<file path="config.mk">
export PLATFORM = sky130hd
export DESIGN_NAME = lut_xbar_ctrl
export DESIGN_NICKNAME = d
export VERILOG_FILES = /design/src/rtl/lut_xbar_pkg.sv /design/src/rtl/lut_xbar_cfg.sv /design/src/rtl/lut_xbar_seq.sv /design/src/rtl/lut_xbar_drive.sv /design/src/rtl/lut_xbar_ctrl.sv
export SDC_FILE = /design/constraint.sdc
export NUM_CORES = 1
export LEC_CHECK = 0
export ABC_AREA = 1
export BUFFER_PORTS_ARGS = -buffer_cell sky130_fd_sc_hd__buf_4
export CAP_MARGIN = 20
export CORE_AREA = 2 2 60 62
export CTS_CLUSTER_SIZE = 28
export DETAILED_ROUTE_END_ITERATION = 10
export DIE_AREA = 0 0 62 64
export GPL_TIMING_DRIVEN = 0
export PLACE_DENSITY = 0.77
export SYNTH_ARGS = -nofsm -noshare
export SYNTH_HDL_FRONTEND = slang
export SYNTH_SLANG_ARGS = --single-unit
</file>
<file path="constraint.sdc">
create_clock -name clk -period 1.7 [get_ports clk]
set_input_delay 0.255 -clock clk [delete_from_list [all_inputs] [get_ports clk]]
set_output_delay 0.255 -clock clk [all_outputs]
set_load 0.005 [all_outputs]
</file>
<file path="src/rtl/lut_xbar_pkg.sv">
package lut_xbar_pkg;
  // Word-line level codes
  typedef enum logic [1:0] {
    WL_FLOAT = 2'b00,
    WL_POS   = 2'b01,
    WL_NEG   = 2'b10,
    WL_GND   = 2'b11
  } wl_code_t;

  typedef enum logic [2:0] {
    ST_IDLE,
    ST_CLR,
    ST_SET,
    ST_READ,
    ST_RESTORE
  } xbar_st_t;
endpackage

</file>
<file path="src/rtl/lut_xbar_cfg.sv">
module lut_xbar_cfg
  import lut_xbar_pkg::*;
#(
  parameter int CELLS = 16
) (
  input  logic             clk,
  input  logic             rst,
  input  logic             load,
  input  logic [CELLS-1:0] din,
  output logic [CELLS-1:0] dout
);
  always_ff @(posedge clk) begin
    if (rst) dout <= '0;
    else if (load) dout <= din;
  end
endmodule

</file>
<file path="src/rtl/lut_xbar_seq.sv">
module lut_xbar_seq
  import lut_xbar_pkg::*;
#(
  parameter int ROW_BITS    = 2,
  parameter int COL_BITS    = 2,
  parameter int WRITE_CYC   = 19,
  parameter int READ_CYC    = 2,
  parameter int RESTORE_CYC = 2
) (
  input  logic                         clk,
  input  logic                         rst,
  input  logic                         wr_en,
  input  logic                         rd_en,
  input  logic [ROW_BITS+COL_BITS-1:0] addr,
  input  logic                         sense_in,
  output xbar_st_t                     st,
  output logic [ROW_BITS-1:0]          row,
  output logic [COL_BITS-1:0]          col,
  output logic                         load_cfg,
  output logic                         rd_data,
  output logic                         done
);
  localparam int ADDR_W   = ROW_BITS + COL_BITS;
  localparam int COLS     = 1 << COL_BITS;
  localparam int REST_EFF = (RESTORE_CYC > READ_CYC) ? RESTORE_CYC : READ_CYC;
  localparam int MAX_A    = (WRITE_CYC > READ_CYC) ? WRITE_CYC : READ_CYC;
  localparam int CNT_MAX  = (MAX_A > REST_EFF) ? MAX_A : REST_EFF;
  localparam int CNT_W    = $clog2(CNT_MAX + 1);

  logic [CNT_W-1:0] cnt;
  logic             wr_go;
  logic             rd_go;
  logic             last_col;

  assign wr_go    = (st == ST_IDLE) && wr_en && !rd_en;
  assign rd_go    = (st == ST_IDLE) && rd_en && !wr_en;
  assign load_cfg = wr_go;
  assign last_col = (col == COL_BITS'(COLS - 1));

  always_ff @(posedge clk) begin
    if (rst) begin
      st      <= ST_IDLE;
      cnt     <= '0;
      row     <= '0;
      col     <= '0;
      rd_data <= 1'b0;
      done    <= 1'b0;
    end else begin
      done <= 1'b0;
      unique case (st)
        ST_IDLE: begin
          cnt <= '0;
          if (wr_go) begin
            st  <= ST_CLR;
            col <= '0;
          end else if (rd_go) begin
            st  <= ST_READ;
            row <= addr[ADDR_W-1 -: ROW_BITS];
            col <= addr[COL_BITS-1:0];
          end
        end
        ST_CLR, ST_SET: begin
          if (cnt == CNT_W'(WRITE_CYC - 1)) begin
            cnt <= '0;
            if (last_col) begin
              col <= '0;
              if (st == ST_CLR) begin
                st <= ST_SET;
              end else begin
                st   <= ST_IDLE;
                done <= 1'b1;
              end
            end else begin
              col <= col + COL_BITS'(1);
            end
          end else begin
            cnt <= cnt + CNT_W'(1);
          end
        end
        ST_READ: begin
          if (cnt == CNT_W'(READ_CYC - 1)) begin
            cnt     <= '0;
            rd_data <= sense_in;
            if (sense_in) begin
              st   <= ST_IDLE;
              done <= 1'b1;
            end else begin
              st <= ST_RESTORE;
            end
          end else begin
            cnt <= cnt + CNT_W'(1);
          end
        end
        ST_RESTORE: begin
          if (cnt == CNT_W'(REST_EFF - 1)) begin
            cnt  <= '0;
            st   <= ST_IDLE;
            done <= 1'b1;
          end else begin
            cnt <= cnt + CNT_W'(1);
          end
        end
        default: st <= ST_IDLE;
      endcase
    end
  end
endmodule

</file>
<file path="src/rtl/lut_xbar_drive.sv">
module lut_xbar_drive
  import lut_xbar_pkg::*;
#(
  parameter int ROW_BITS = 2,
  parameter int COL_BITS = 2
) (
  input  xbar_st_t                                   st,
  input  logic [ROW_BITS-1:0]                        row,
  input  logic [COL_BITS-1:0]                        col,
  input  logic [(1<<ROW_BITS)*(1<<COL_BITS)-1:0]     cfg,
  output logic [2*(1<<ROW_BITS)-1:0]                 wl_code,
  output logic [(1<<COL_BITS)-1:0]                   col_gate,
  output logic [COL_BITS-1:0]                        mux_sel,
  output logic                                       busy
);
  localparam int ROWS = 1 << ROW_BITS;
  localparam int COLS = 1 << COL_BITS;

  assign busy    = (st != ST_IDLE);
  assign mux_sel = (st == ST_READ) ? col : '0;

  for (genvar r = 0; r < ROWS; r++) begin : g_row
    wl_code_t lvl;
    logic     hit;
    assign hit = (row == ROW_BITS'(r));
    always_comb begin
      unique case (st)
        ST_CLR:     lvl = WL_NEG;
        ST_SET:     lvl = cfg[{ROW_BITS'(r), col}] ? WL_POS : WL_FLOAT;
        ST_READ:    lvl = hit ? WL_POS : WL_GND;
        ST_RESTORE: lvl = hit ? WL_NEG : WL_FLOAT;
        default:    lvl = WL_FLOAT;
      endcase
    end
    assign wl_code[2*r +: 2] = lvl;
  end

  for (genvar c = 0; c < COLS; c++) begin : g_col
    assign col_gate[c] = busy && (col == COL_BITS'(c));
  end
endmodule

</file>
<file path="src/rtl/lut_xbar_ctrl.sv">
module lut_xbar_ctrl
  import lut_xbar_pkg::*;
#(
  parameter int ROW_BITS    = 2,
  parameter int COL_BITS    = 2,
  parameter int WRITE_CYC   = 19,
  parameter int READ_CYC    = 2,
  parameter int RESTORE_CYC = 2
) (
  input  logic                                   clk,
  input  logic                                   rst,
  input  logic                                   wr_en,
  input  logic                                   rd_en,
  input  logic [ROW_BITS+COL_BITS-1:0]           addr,
  input  logic [(1<<ROW_BITS)*(1<<COL_BITS)-1:0] cfg_data,
  input  logic                                   sense_in,
  output logic [2*(1<<ROW_BITS)-1:0]             wl_code,
  output logic [(1<<COL_BITS)-1:0]               col_gate,
  output logic [COL_BITS-1:0]                    mux_sel,
  output logic                                   rd_data,
  output logic                                   busy,
  output logic                                   done
);
  localparam int CELLS = (1 << ROW_BITS) * (1 << COL_BITS);

  xbar_st_t            st;
  logic [ROW_BITS-1:0] row;
  logic [COL_BITS-1:0] col;
  logic                load_cfg;
  logic [CELLS-1:0]    cfg_q;

  lut_xbar_seq #(
    .ROW_BITS(ROW_BITS), .COL_BITS(COL_BITS), .WRITE_CYC(WRITE_CYC),
    .READ_CYC(READ_CYC), .RESTORE_CYC(RESTORE_CYC)
  ) u_seq (
    .clk(clk), .rst(rst), .wr_en(wr_en), .rd_en(rd_en), .addr(addr),
    .sense_in(sense_in), .st(st), .row(row), .col(col),
    .load_cfg(load_cfg), .rd_data(rd_data), .done(done)
  );

  lut_xbar_cfg #(.CELLS(CELLS)) u_cfg (
    .clk(clk), .rst(rst), .load(load_cfg), .din(cfg_data), .dout(cfg_q)
  );

  lut_xbar_drive #(.ROW_BITS(ROW_BITS), .COL_BITS(COL_BITS)) u_drv (
    .st(st), .row(row), .col(col), .cfg(cfg_q), .wl_code(wl_code),
    .col_gate(col_gate), .mux_sel(mux_sel), .busy(busy)
  );
endmodule

</file>
-- Word level (Yosys, flattened, before mapping)
Cells that the tools add are included.
- register bits: 30
- input port bits: 25
- equal/unequal tests: 17
- multiplexer cells: 49
- reduce and logical (&&, ||, !) cells: 22
- $lt $le $gt $ge: 4
- bitwise logic cells: 1
- add/sub/neg operators: 2
- operator list (cell ; count):
    $pmux 2 s4 ; 4
    $mux 2 ; 14
    $mux 3 ; 7
    $pmux 5 s3 ; 1
    $mux 1 ; 14
    $pmux 3 s4 ; 1
    $lt 4x5->1 const B ; 2
    $mux 5 ; 2
    $bmux 1 s2 ; 4
    $eq 2x2->1 const B ; 4
    $logic_and 1x1->1 ; 8
    $eq 3x2->1 const B ; 2
    $reduce_and 3->1 ; 2
    $reduce_bool 3->1 ; 2
    $add 5x1->5 const B ; 1
    $eq 5x1->1 const B ; 1
    $eq 5x5->1 const B ; 1
    $lt 2x5->1 const B ; 1
    $lt 3x5->1 const B ; 1
    $reduce_and 5->1 ; 1
    $eq 2x1->1 const B ; 2
    $logic_not 2->1 ; 2
    $ne 2x1->1 const B ; 2
    $ne 2x2->1 const B ; 2
    other kinds (12) ; 14

-- Longest topological paths before layout
Gate-level depths: netlist (run 1).
- depth after elaboration: 6
- gate-level depth with buffers: 9
- depth with buffers taken out: 9

-- By module
From an unflattened synthesis (run 1), not the netlist that was laid out.
- cell total of the unflattened synthesis: 320
- area, all modules: 1909.3 µm²
- modules (own cells, without submodules) (module ; area each (µm²) ; instances ; cells each):
    lut_xbar_seq ; 875.8 ; 1 ; 140
    lut_xbar_cfg ; 670.6 ; 1 ; 101
    lut_xbar_drive ; 362.8 ; 1 ; 79

-- Least setup slack after synthesis (run 1)
Ideal clock, no wire load.
- path kind: flip-flop to flip-flop
- from: register u_seq.col[0]
- to: register u_seq.col[1]
- path slack: 0.209 ns
- path buffers: 2
- period minus slack after synthesis: 1.491 ns
- data required time: 1.587 ns
- data arrival time: 1.378 ns
- cell stages (with the launch flop): 9
- path through: dfxtp_1 clkbuf_1 inv_1 clkbuf_1 ha_1 nand2_1 nand2_1 nor2_1 nor2_1
- longest elaborated chain between the ends: 4
- elaborated cells between the ends (all ways): 5
- classes of those cells: add/sub (1); eq/ne (1); mux (3)
- ends and longest elaborated chain (what ; RTL line ; RTL):
    from (decl) ; lut_xbar_seq.sv:18 ; output logic [COL_BITS-1:0] col,
    from (signal assigned) ; lut_xbar_seq.sv:59 ; col <= addr[COL_BITS-1:0];
    from (signal assigned) ; lut_xbar_seq.sv:74 ; col <= col + COL_BITS'(1);
    $add 2x1->2 or $eq 2x2->1 (tied branches) ; lut_xbar_seq.sv:74, lut_xbar_seq.sv:38 ;
    $mux 2 (*) ; lut_xbar_seq.sv:65 ; if (last_col) begin
    $mux 2 (*) ; lut_xbar_seq.sv:63 ; if (cnt == CNT_W'(WRITE_CYC - 1)) begin
    $pmux 2 s2 (*) ; lut_xbar_seq.sv:50 ; unique case (st)
Mark *: on every way between the ends. The rest lies on a longest branch, timed or not. The select of a mux whose other input is x is not followed.
A chain may end at the register's enable or synchronous reset.

-- Worst setup path in the final report (run 1)
- from: register u_seq.col[1]
- to: output wl_code[4]
- longest elaborated chain between the ends: 4
- ends and longest elaborated chain (what ; RTL line ; RTL):
    $bmux 1 s2 ; lut_xbar_drive.sv:29 ; ST_SET: lvl = cfg[{ROW_BITS'(r), col}] ? WL_POS : WL_FLOAT;
    $mux 1 (implied by the code) ; lut_xbar_drive.sv:29 ;
    $mux 1 ; lut_xbar_drive.sv:29 ;
    $pmux 2 s4 ; lut_xbar_drive.sv:27 ; unique case (st)
    to (decl) ; lut_xbar_ctrl.sv:17 ; output logic [2*(1<<ROW_BITS)-1:0] wl_code,
Every way passes these cells. The select of a mux whose other input is x is not followed.

==> results of run 1 <==
cell type report:
cell class	count	area, um2
buffer	7	60.1
clock buffer	8	78.8
fill	283	942
inverter	25	110
multi-input combinational	184	1020
sequential	30	614
tap	46	57.6
timing repair buffer	52	398
registers in the layout (all words and copies together), names as in the netlist:
signal and count:
u_cfg.dout 16, u_seq.cnt 5, u_seq.col 2, u_seq.done 1
u_seq.rd_data 1, u_seq.row 2, u_seq.st 3
layer usage:
| metal | vias to the layer above | GRT usage | wire length [um] |
|---|---|---|---|
| met1 | 778 | 0.270 | 1730 |
| li1 | 919 | - | - |
| met2 | 54 | 0.384 | 2020 |
| met4 | 0 | 0.0931 | 100 |
| met3 | 11 | 0.0830 | 269 |
| met5 | - | 0 | 0 |
final timing paths:
kind | cells past startpoint | endpoint | slack (ps)
worst min register to register | 2 | u_seq.rd_data | 480
worst max-delay path | 6 | wl_code[4] | -1
worst max register to register | 8 | u_seq.st[1] | 260
worst min-delay path | 2 | u_seq.st[2] | 90
cell families after synthesis:
| kind of cell | synth area share |
|---|---|
| buf+inv | 0.0786 |
| simple gates | 0.345 |
| xor+xnor | 0.0154 |
| fa+ha+maj | 0.0514 |
| compound gates | 0.157 |
| flops | 0.353 |
worst reg2reg max path: stages (launching register included):
cell and delay (ps):
dfxtp_1 350, inv_1 90, ha_1 140, nand3b_1 180, nand2_2 150, nand2_4 90, nor2_4 140, nor2b_1 150
nor2_1 60
repair_timing:
action                     4_1_cts  5_1_grt
cloned                           2        0
pin swaps                        3        9
setup buffers                    5        5
resized for setup               27       18
setup endpoints to repair       11        9
per-stage QoR:
stage / util / cell area (um2) / hold WS (ps) / instances / worst slack [ps]
detailed placement: 0.627 / 2060 / 459 / 332 / -154
finish: 0.713 / 2340 / 91.7 / 352 / -1.48
CTS: 0.685 / 2250 / 93.3 / 347 / -19.7
floorplan: - / 1700 / 404 / 246 / 209
global route: 0.713 / 2340 / 82.3 / 352 / -125
global placement: 0.627 / 2060 / 454 / 332 / -113
power by group through the flow:
| stage | Combinational (uW) | Clock [uW] | Sequential, uW |
|---|---|---|---|
| 4_1_cts | 1970 | 539 | 986 |
| 3_5_place_dp | 1700 | 0 | 982 |
| 6_report | 2230 | 537 | 1010 |
| 3_3_place_gp | 1670 | 0 | 977 |
| 5_1_grt | 2480 | 580 | 1030 |
| 2_1_floorplan | 1200 | 0 | 951 |
Yosys cell counts (2+ instances only):
master	number	share of area
ha_1	7	0.051
o22ai_1	3	0.011
nand3_1	8	0.024
nand2_4	3	0.020
inv_2	3	0.0066
nor2_1	70	0.15
nand2_2	5	0.018
nand2_1	24	0.053
nor3_1	4	0.012
a21oi_1	5	0.015
clkbuf_1	5	0.011
dfxtp_1	30	0.35
nand3_2	4	0.024
inv_1	21	0.046
o21ai_0	28	0.082
a31oi_1	6	0.022
nor2_4	2	0.013
o21ai_1	4	0.012
xor2_1	3	0.015
==> parameters.txt, run 1 <==
Parameter                              Value

Run status
  Run status    finished, violations left
  Violations in the final reports    negative setup slack

Place
  Total of buffers placed on input and output ports    40
  GP Congestion    0.845
  Estimated wirelength of the detail-placed design    2890 um

Job
  Max-capacitance violation count    0

Min path
  Type of the worst min-delay path    in -> reg
  Worst Min Path Start    rst

Timing
  Post-Route Skew    6.07 ps
  Worst Slack Setup Final    -1.48 ps
  Post-route setup TNS    -1.48 ps
  Worst-case headroom to the max-slew limit    0.748
  Shortest period the worst path allows    1700 ps
  Setup repair after global routing missed its margin    true
  Final clock period utilization by the worst path    1.00
  Number of endpoints failing setup at the final stage    1
  Number of max-slew violations in the final report    0
  Total count of hold-check failures in the final report    0
  Maximum achievable frequency    588 MHz
  Tightest Pin Transition    378 ps

Cells and area
  Proportion of layout cells with a drive suffix above 1    0.333
  Layout Area Growth over Synthesis    37.5%
  Final-stage net count    337
  Most used cells in the layout excluding fill and tap cells    nor2_1 (66), buf_4 (51), dfxtp_1 (25), nand2_1 (24), o21ai_0 (21)
  Most common cell after layout, fill and taps aside    nor2_1
  Diodes inserted    0

Clock network
  CTS H-tree lvls    2
  Clock latency on the worst-skew pair    340 ps
  Number of CTS-inserted buffers    5
  Register clock-pin slew on the reported worst setup and hold paths    100 ps
  Buffers from clock root to sink, at most    2
  Clock tree from TritonCTS    built
  Post-CTS Hold Buffers    0
  Number of clock sinks    30
  Clock root buffer master    clkbuf_4

Synth
  Yosys warning count    0
  Most common flop cell mapped by yosys    dfxtp_1
  Sequential element share of the synthesized area    0.353
  Number of synthesized flops with an enable pin    0
  Syn_nets    278
  Fraction of registers with async set/reset    0
  Total of flip-flops plus latches after synthesis    30
  Cell area after synthesis    0.00170 mm2
  Mean instance size in the synthesized netlist    6.92 um2
  Gate count of the mapped netlist    246
  Number of distinct standard cells referenced by the synthesized netlist    30

Power
  VDD IR-drop max    0.000730 V
  Power density of the placed cells    1610 mW/mm2
  Leakage component of the power    0.00106 uW
  Total power    3780 uW
  Net switching power    1620 uW
  Share of total power in sequential cells    0.269
  Clock network fraction of design power    0.142
  Switching share of power    0.430
  Internal power    2150 uW
  Logic pwr share    0.589

Drt
  Avg WL per Cell    11.7 um
  Count of routing violations after the opening detailed-route iteration    52
  Total number of vias    1,762
  Antenna viol nets, final    0
  Total detailed-routing wirelength    4120 um
  Post-detailed-route via-to-cell ratio    5.01
  # DRC    0
  Number of optimization iterations in the first detailed-route pass    4

Global route
  Largest net degree at the start of global routing    11
  Wire length of the first global-routing pass    6980 um
  Number of global-route vias before repair    1,631
  Global route overflow    0
  Global Route Usage Sum    0.235
  Number of antenna violations at the first check in global routing    0

Setup path
  Worst Setup End Kind    output port
  Critical-path cell list    buf_4 -> buf_6 -> nor2_2 -> o21ai_1 -> a31oi_1 -> buf_4
  Total buffers and inverters traversed by the critical path    3
  Worst flop-to-flop path startpoint    u_seq.cnt[1]
  Worst path top cell family by delay    buffers and inverters
  CP Launch Type    register
  Worst Path Required    1440 ps
  Max FO, Critical Path    3
  Most used cell along the critical path    buf_4
  Longest individual stage delay on the worst path    370 ps
  Worst setup path start    u_seq.col[1]
  WS Path Type    reg -> out
  Crit path max-delay cell type    dfxtp_4
  Endpoint arrival time on the critical path    1450 ps

Floorplan
  Effective utilization at floorplan    0.518
  Die area    0.00397 mm2
  Die span in x    62 um
  Number of standard-cell rows in the floorplan    21
  Die outline height    64 um
  Core ar.    0.00328 mm2
  Number of top-level design ports    42
Note: power is estimated with default switching activity, not from simulation.
==> run 2, diff against run 1 <==
CTS_BUF_LIST = sky130_fd_sc_hd__clkbuf_16   (was unset)
SETUP_SLACK_MARGIN = 0.15   (was unset)
==> parameters.txt, run 2 (synthesis gave the netlist of run 1 again) <==
Parameter                              Value

Timing
  Maximum achievable frequency    621 MHz (+5.6%)
  Min Hold Slack    165 ps (+73.6 ps)
  Tightest Pin Transition    380 ps (+2.30 ps)
  Worst-case headroom to the max-slew limit    0.747 (-0.00153)
  Number of max-slew violations in the final report    0 (unchanged)
  Setup repair after global routing missed its margin    true
  Post-route setup TNS    0 ps (+1.48 ps)
  Number of endpoints failing setup at the final stage    0 (-1)
  Total count of hold-check failures in the final report    0 (unchanged)
  Final clock period utilization by the worst path    0.948 (-0.0532)
  Post-Route Skew    5.08 ps (-0.990 ps)
  Shortest period the worst path allows    1610 ps (-90.5 ps)

Global route
  Number of antenna violations at the first check in global routing    0 (unchanged)
  Wire length of the first global-routing pass    7020 um (+0.60%)
  Number of global-route vias before repair    1,621 (-0.61%)
  Global Route Usage Sum    0.238 (+0.00360)
  Largest net degree at the start of global routing    11 (unchanged)
  Global route overflow    0 (unchanged)

Clock network
  Buffers from clock root to sink, at most    2 (unchanged)
  Clock latency on the worst-skew pair    280 ps (-60 ps)
  Number of CTS-inserted buffers    5 (unchanged)
  CTS H-tree lvls    2 (unchanged)
  Clock root buffer master    clkbuf_16
  Register clock-pin slew on the reported worst setup and hold paths    50 ps (-50 ps)
  Clock tree from TritonCTS    built
  Post-CTS Hold Buffers    0 (unchanged)
  Number of clock sinks    30 (unchanged)

Setup path
  Most used cell along the critical path    buf_8
  Destination of the worst register-to-register timing path    u_seq.st[0]
  Endpoint arrival time on the critical path    1360 ps (-90 ps)
  CP Launch Type    register
  WS Path Type    reg -> out
  Reg2reg path depth    9 (+1)
  Max FO, Critical Path    6 (+3)
  Longest individual stage delay on the worst path    350 ps (-20 ps)
  Worst setup path start    u_seq.col[0]
  Crit path max-delay cell type    dfxtp_4
  Worst Setup End Kind    output port
  Total buffers and inverters traversed by the critical path    4 (+1)
  Critical-path cell list    buf_8 -> inv_6 -> buf_8 -> o21ai_2 -> a31oi_1 -> buf_4
  Worst flop-to-flop path startpoint    u_seq.cnt[1]
  Slack of the worst reg-to-reg path    280 ps (+20 ps)
  Worst path top cell family by delay    buffers and inverters
  Number of stages on the worst setup path    6 (unchanged)
  Worst Path Required    1440 ps (about the same)
  Worst setup path endpoint    wl_code[6]

Power
  Total power    4060 uW (+7.5%)
  Switching share of power    0.413 (-0.0173)
  Power density of the placed cells    1690 mW/mm2 (+4.9%)
  Logic pwr share    0.546 (-0.043)
  Leakage component of the power    0.00109 uW (+2.9%)
  Clock network fraction of design power    0.201 (+0.059)
  Internal power    2390 uW (+11%)
  Net switching power    1680 uW (+3.2%)
  VDD IR-drop max    0.000863 V (+18%)
  Share of total power in sequential cells    0.253 (-0.016)

Cells and area
  Most common cell after layout, fill and taps aside    nor2_1
  Largest regs    u_cfg.dout x16, u_seq.cnt x5, u_seq.st x3
  Final cell count without fillers    351 (-0.28%)
  Register cell area after layout    617 um2 (+0.41%)
  Fill count    269 (-4.9%)
  Most used cells in the layout excluding fill and tap cells    nor2_1 (68), buf_4 (50), dfxtp_1 (25), nand2_1 (24), o21ai_0 (21)
  Area taken by multi-input logic gates    0.00102 mm2 (unchanged)
  Largest register FFs    16 (unchanged)
  Proportion of layout cells with a drive suffix above 1    0.321 (-0.0120)
  Diodes inserted    0 (unchanged)
  Top reg by flops    u_cfg.dout
  Final-stage net count    336 (-0.30%)
  Layout Area Growth over Synthesis    41.1%

Drt
  Antenna viol nets, final    0 (unchanged)
  Total number of vias    1,778 (+0.91%)
  Total detailed-routing wirelength    4230 um (+2.7%)
  Post-detailed-route via-to-cell ratio    5.07 (+1.2%)
  Count of routing violations after the opening detailed-route iteration    74 (+42%)
  # DRC    0 (unchanged)
  Number of optimization iterations in the first detailed-route pass    4 (unchanged)
  Avg WL per Cell    12.1 um (+3.0%)

Min path
  Type of the worst min-delay path    in -> reg

Floorplan
  Die outline height    64 um (unchanged)
  Number of standard-cell rows in the floorplan    21 (unchanged)
  Effective utilization at floorplan    0.518 (unchanged)
  Die area    0.00397 mm2 (unchanged)
  Die span in x    62 um (unchanged)
  Number of top-level design ports    42 (unchanged)
  Core ar.    0.00328 mm2 (unchanged)

Job
  Max-capacitance violation count    0 (unchanged)

Place
  Estimated wirelength of the detail-placed design    2890 um (unchanged)
  GP Congestion    0.845 (unchanged)
  Total of buffers placed on input and output ports    40 (unchanged)
  Placed Instances    332 (unchanged)

Run status
  Run status    completed
-- run 2: cell count changes in the layout (fill, tap and decap cells not counted), moves of 2 or more --
| cell | previous run | this run |
|---|---|---|
| inv_2 | 1 | 3 |
| nor2_2 | 4 | 1 |
| buf_6 | 3 | 1 |
| o21ai_1 | 9 | 7 |
| o21ai_2 | 2 | 4 |
| clkinv_1 | 0 | 3 |
| clkbuf_8 | 3 | 1 |
| clkbuf_16 | 0 | 5 |
| clkbuf_4 | 5 | 0 |
| nor2_1 | 66 | 68 |
-- run 2: what timing repair did --
| action | CTS | global route |
|---|---|---|
| endpoints found under the setup margin | 13 | 10 |
| pin swaps | 6 | 6 |
| gates cloned | 2 | 0 |
| buffers inserted | 4 | 5 |
| resized for setup | 26 | 19 |
-- run 2: final cells by class --
cell class / instances / area share
tap: 46 / 0.0240
inverter: 25 / 0.0443
clock buffer: 5 / 0.0521
timing repair buffer: 51 / 0.167
buffer: 7 / 0.0250
multi-input combinational: 184 / 0.426
sequential: 30 / 0.257
clock inverter: 3 / 0.00469
-- run 2: worst min path at each step --
stage               slack [ps]  cells after the start        start            end
floorplan                  400                      2  cfg_data[3]  u_cfg.dout[3]
global placement           450                      2          rst    u_seq.st[2]
detailed placement         460                      2          rst    u_seq.st[2]
CTS                        160                      2          rst    u_seq.st[2]
global route               160                      2          rst    u_seq.st[2]
finish                     170                      2          rst    u_seq.st[2]
-- run 2: power groups by stage --
stage	sequential [uW]	combinational, uW	clock [uW]
6_report	1030	2220	816
5_1_grt	1050	2460	864
4_1_cts	1000	2020	826
3_5_place_dp	982	1700	0
3_3_place_gp	977	1670	0
2_1_floorplan	951	1200	0
-- run 2: stage by stage --
step	setup slack, ps	instance area (um2)	utilization
after floorplan	209	1700	-
after global placement	-113	2060	0.627
after detailed placement	-154	2060	0.627
after CTS	57.5	2320	0.706
after global routing	0.480	2400	0.731
final	89.0	2400	0.731
-- run 2: routing by layer --
layer	wire length, um	GRT usage
met1	1760	0.273
met2	2120	0.393
met3	243	0.0709
met4	105	0.109
met5	0	0
